--- src/rtl/ohseq_counter.sv ---
module ohseq_counter #(
  parameter int unsigned TAP1 = 1,
  parameter int unsigned TAP2 = 3,
  parameter int unsigned TAP3 = 6
) (
  input  logic       clk,
  input  logic       rst,
  input  logic       en,
  output logic [2:0] count,
  output logic [2:0] stages
);

  localparam logic [2:0] IDX1 = TAP1[2:0];
  localparam logic [2:0] IDX2 = TAP2[2:0];
  localparam logic [2:0] IDX3 = TAP3[2:0];

  logic [2:0] q;
  logic       inject;
  logic [7:0] enc_in_n;
  logic [2:0] enc_out_n;

  assign inject = ~|q;

  always_ff @(posedge clk) begin
    if (rst)     q <= '0;
    else if (en) q <= {q[1:0], inject};
  end

  always_comb begin
    enc_in_n       = '1;
    enc_in_n[IDX1] = ~q[0];
    enc_in_n[IDX2] = ~q[1];
    enc_in_n[IDX3] = ~q[2];
  end

  always_comb begin
    enc_out_n = '1;
    for (int i = 0; i < 8; i++)
      if (!enc_in_n[i]) enc_out_n = ~3'(i);
  end

  assign count  = ~enc_out_n;
  assign stages = q;

  initial begin
    a_r7_map_legal: assert (TAP1 >= 1 && TAP1 <= 7 && TAP2 >= 1 && TAP2 <= 7 &&
                            TAP3 >= 1 && TAP3 <= 7 && TAP1 != TAP2 &&
                            TAP1 != TAP3 && TAP2 != TAP3)
      else $error("tap mapping illegal");
  end

  a_r1_reset_clears: assert property (@(posedge clk) rst |=> (stages == 3'b000 && count == 3'd0));

  a_r2_hold: assert property (@(posedge clk) disable iff (rst)
    !en |=> ($stable(stages) && $stable(count)));

  a_r3_inject: assert property (@(posedge clk) disable iff (rst)
    (en && stages == 3'b000) |=> stages == 3'b001);

  a_r3_wrap: assert property (@(posedge clk) disable iff (rst)
    (en && stages[2]) |=> stages == 3'b000);

  a_r4_single_token: assert property (@(posedge clk) disable iff (rst)
    $onehot0(stages));

  a_r5_idle_zero: assert property (@(posedge clk) disable iff (rst)
    (stages == 3'b000) == (count == 3'd0));

endmodule

--- config.mk ---
export PLATFORM = sky130hd
export DESIGN_NAME = ohseq_counter
export DESIGN_NICKNAME = d
export VERILOG_FILES = /design/src/rtl/ohseq_counter.sv
export SDC_FILE = /design/constraint.sdc
export NUM_CORES = 1
export LEC_CHECK = 0
export BUFFER_PORTS_ARGS = -buffer_cell sky130_fd_sc_hd__buf_2
export CAP_MARGIN = 25
export CORE_AREA = 2 2 39 41
export CTS_CLUSTER_DIAMETER = 120
export DETAILED_ROUTE_END_ITERATION = 7
export DIE_AREA = 0 0 41 43
export GPL_ROUTABILITY_DRIVEN = 0
export HOLD_SLACK_MARGIN = 0.08
export SYNTH_ARGS = -nofsm -noshare
export SYNTH_HDL_FRONTEND = slang
export SYNTH_SLANG_ARGS = --single-unit
--- constraint.sdc ---
create_clock -name clk -period 1.4 [get_ports clk]
set_clock_uncertainty 0.1 [all_clocks]
set_input_delay 0.28 -clock clk [delete_from_list [all_inputs] [get_ports clk]]
set_output_delay 0.28 -clock clk [all_outputs]
set_load 0.03 [all_outputs]
# ---- Yosys cells after proc, flatten, opt, wreduce, memory -nomap -nowiden
# Cells that the tools add are included.
dict set report totals {
  regBits 3
  latchBits 0
  mem_bits_rw 0
  romBits 0
  inputBits 3
  elab_cells 7
  mem_count 0
}
dict set report op_classes {
  add_sub_neg 0
  mul 0
  div 0
  n_lt_le_gt_ge 0
  n_eq_ne 0
  shift 0
  muxes 3
  bitwise 1
  n_reduce_logical 2
}
# cell count
set op_table {}
lappend op_table {{$mux W3} 1}
lappend op_table {{$not A3 Y3} 1}
lappend op_table {{$reduce_or A3 Y1} 1}
lappend op_table {{$mux W2} 1}
lappend op_table {{$logic_not A1 Y1} 1}
lappend op_table {{$mux W1} 1}

# ---- Depth between registers and ports, before layout
dict set report logic_depth {
  depth_word 4
  mapped_depth 2
}

# ---- Worst setup path after synthesis
# Ideal clock, no wire load.
dict set report synth_path {
  path_kind {register to output}
  start {reg q[1] (netlist: stages[1])}
  end {out count[0]}
  t_arrival_ps 1038
  required_ps 1020
  path_slack_ps -18
  stages_incl_launch_ff 3
  path_buffers 0
  cell_sequence {dfxtp_1 nor2_1 nor2_1}
}
dict set report synth_between {
  elab_chain_len 3
}
# item line_no
set synth_lines {}
lappend synth_lines {{from (decl)} 17} ;# logic [2:0] q;
lappend synth_lines {{from (signal assigned)} 26} ;# else if (en) q <= {q[1:0], inject};
lappend synth_lines {{$mux W2} 39} ;# if (!enc_in_n[i]) enc_out_n = ~3'(i);
lappend synth_lines {{$mux W3} 39}
lappend synth_lines {{$not A3 Y3} 42} ;# assign count = ~enc_out_n;
lappend synth_lines {{to (decl)} 9} ;# output logic [2:0] count,
# No other way between the ends.

# ---- Worst setup path after layout
dict set report layout_path {
  start {reg q[2] (netlist: stages[2])}
  end {out count[1]}
}
dict set report layout_between {
  elab_chain_len 2
}
# item line_no
set layout_lines {}
lappend layout_lines {{$mux W3} 39}
lappend layout_lines {{$not A3 Y3} 42}
# No other way between the ends.

==> flow_summary.toml <==
[yosys]
syn-instance-count = 14
synthesis.area_um2 = 130.1
yosysWarnings = 0
netlist_top_cells_area = "dfxtp_1 46%, mux2i_1 15%, nor2_1 12%, or4b_1 7.7%, buf_4 5.8%"
synth_cell_types = 8
synth-seq-area-share_pct = 46.15
synth_top_area_cell = "dfxtp_1"
avgSynthCellArea_um2 = 9.295
netlist.area_leader.share_pct = 46.15
ys_ff_latch = 3
synthesis.nets = 17

[clocking]
cts-root-buf = "clkbuf_4"
clk_pin_slew_ns = 0.04
cts_tree = "yes"
cts_setup_buffers = 0
clock_latency_ns = 0.23
clock_sinks = 3
ctsHtreeMaxLevel = 1
cts_buffers = 3
clk_path_buf_depth = 2

[flow_run]
cap_violations = 0

[routing]
drt_iter0_drc = 1
dr_wl_met2_um = 137
avgRoutedWirePerCell_um = 6.951
viasPerCell = 3.195
top_layer_used = "met3"
drt_drc_violations_left = 0
wl_met3_um = 33
wirelength_met1_um = 115
wl_um = 285
firstDrtPassIters = 2
vias = 131
antenna_left = 0

[final_layout]
n_antenna_cell = 0
mostFrequentLayoutCell = "buf_2"
syn2layout_area_growth_pct = 73.08
fin_nets = 29
num-fill-cells = 156
final_cell_mix = "7 x buf_2, 3 x nor2_1, 3 x clkbuf_4"
largest_reg_flops = 3
drive_above_1_share_pct = 60.00

[timing]
setup_viol = 0
fmax_ghz = 0.7492
slew_headroom_pct = 92.01
setup_tns_ns = 0
rsz0062_at_grt = "false"
final_hold_viol_count = 0
fin_hold_ws_ns = 0.1342
finalCriticalPeriod_ns = 1.335
maxSlewViolCount = 0
worst_pin_slew_ns = 0.1165
fin_crit_sh_pct = 95.34

[power]
peakVddDrop_v = 0.0002045
power.density_nw_per_um2 = 1311
leakagePower_nw = 0.1124
p_total_mw = 0.2952

[setup_path]
start_kind = "register"
arrival_ns = 0.95
path_class = "register to output pin"
rr_endpoint = "stages[0]"
crit_required_ns = 1.02
reg2reg_depth = 2
crit_path_max_fanout = 6
r2r_start = "stages[2]"
regToRegSetupSlack_ns = 0.23
end_kind = "output pin"

[worst_hold_path]
hold_class = "input pin to register"
min_from = "rst"
hold_path_end = "stages[2]"
holdPathStages = 2

[floorplan]
start_util_pct = 9.403
die_h_um = 43
core-area_um2 = 1384
fp-row-count = 14
ios = 9
die_x_um = 41
die_area_um2 = 1763

[status]
status = "finished, final reports clean"

[global_route]
gr-total-overflow = 0
globalRouteTotalUtil_pct = 4.709
grt_pass1_vias = 115
grt_max_degree = 7
grt_pass1_wl_um = 448
antenna_found_initial = 0

[placement]
port_buffers = 8
hpwl_um = 203.4
kinds of logic (layout without fill, tap and decap cells):
kind of cell    Yosys count  in the layout  share of synthesized area, %
simple gates              7              7                         28.85
flops                     3              3                         46.16
mux                       2              2                         15.39
compound gates            1              1                         3.842
buf+inv                   1             12                         5.771
report_power, final:
group / switching [mW] / internal (mW) / total (mW)
logic: 0.0324 / 0.0205 / 0.0528
registers: 0.00552 / 0.0894 / 0.0949
clock network: 0.0409 / 0.107 / 0.147
critical path: stages (launching register included):
cell,delay [ns]
dfxtp_4,0.35
or2_4,0.24
buf_6,0.13
worst max path at each step:
| stage | startpoint | to | depth (start not counted) | slack (ns) |
|---|---|---|---|---|
| final | stages[2] | count[1] | 2 | 0.07 |
| after detailed placement | stages[2] | count[1] | 2 | 0.22 |
| after global routing | stages[0] | count[0] | 3 | 0.02 |
| after CTS | stages[2] | count[1] | 2 | 0.006 |
| after global placement | stages[2] | count[1] | 2 | 0.22 |
| after floorplan | stages[1] | count[0] | 2 | 0.1 |
metal layers:
metal	vias up	track usage, %
li1	68	-
met1	56	3.195
met2	7	5.000
met3	0	4.712
met4	0	8.000
met5	-	0
through the flow:
step                      utilization [%]  cell area [um^2]  instances  worst slack (ns)
after floorplan                         -             132.6         14           0.09997
after global placement              13.38             185.2         37            0.2246
after detailed placement            13.38             185.2         37            0.2209
after CTS                           15.82             219.0         41          0.006457
after global routing                16.27             225.2         41           0.01773
final                               16.27             225.2         41           0.06520
final cells by class:
class	count	area [um^2]	area share (%)
clock buffer	4	26.28	11.67
sequential	3	65.06	28.89
multi-input combinational	10	67.56	30.00
tap	16	20.02	8.889
timing repair buffer	8	46.29	20.56
repair_timing:
action / in CTS / in global routing
hold buffers: 0 / 0
setup endpoints to repair: 1 / 2
pin swaps: 0 / 0
resized for setup: 3 / 3
cells in the mapped netlist:
| master | number |
|---|---|
| mux2i_1 | 2 |
| buf_4 | 1 |
| dfxtp_1 | 3 |
| nor2_1 | 4 |
| or4b_1 | 1 |
| or2_2 | 1 |
| nand2b_1 | 1 |
| a21oi_1 | 1 |
No activity file was read; power rests on OpenSTA's default activity.
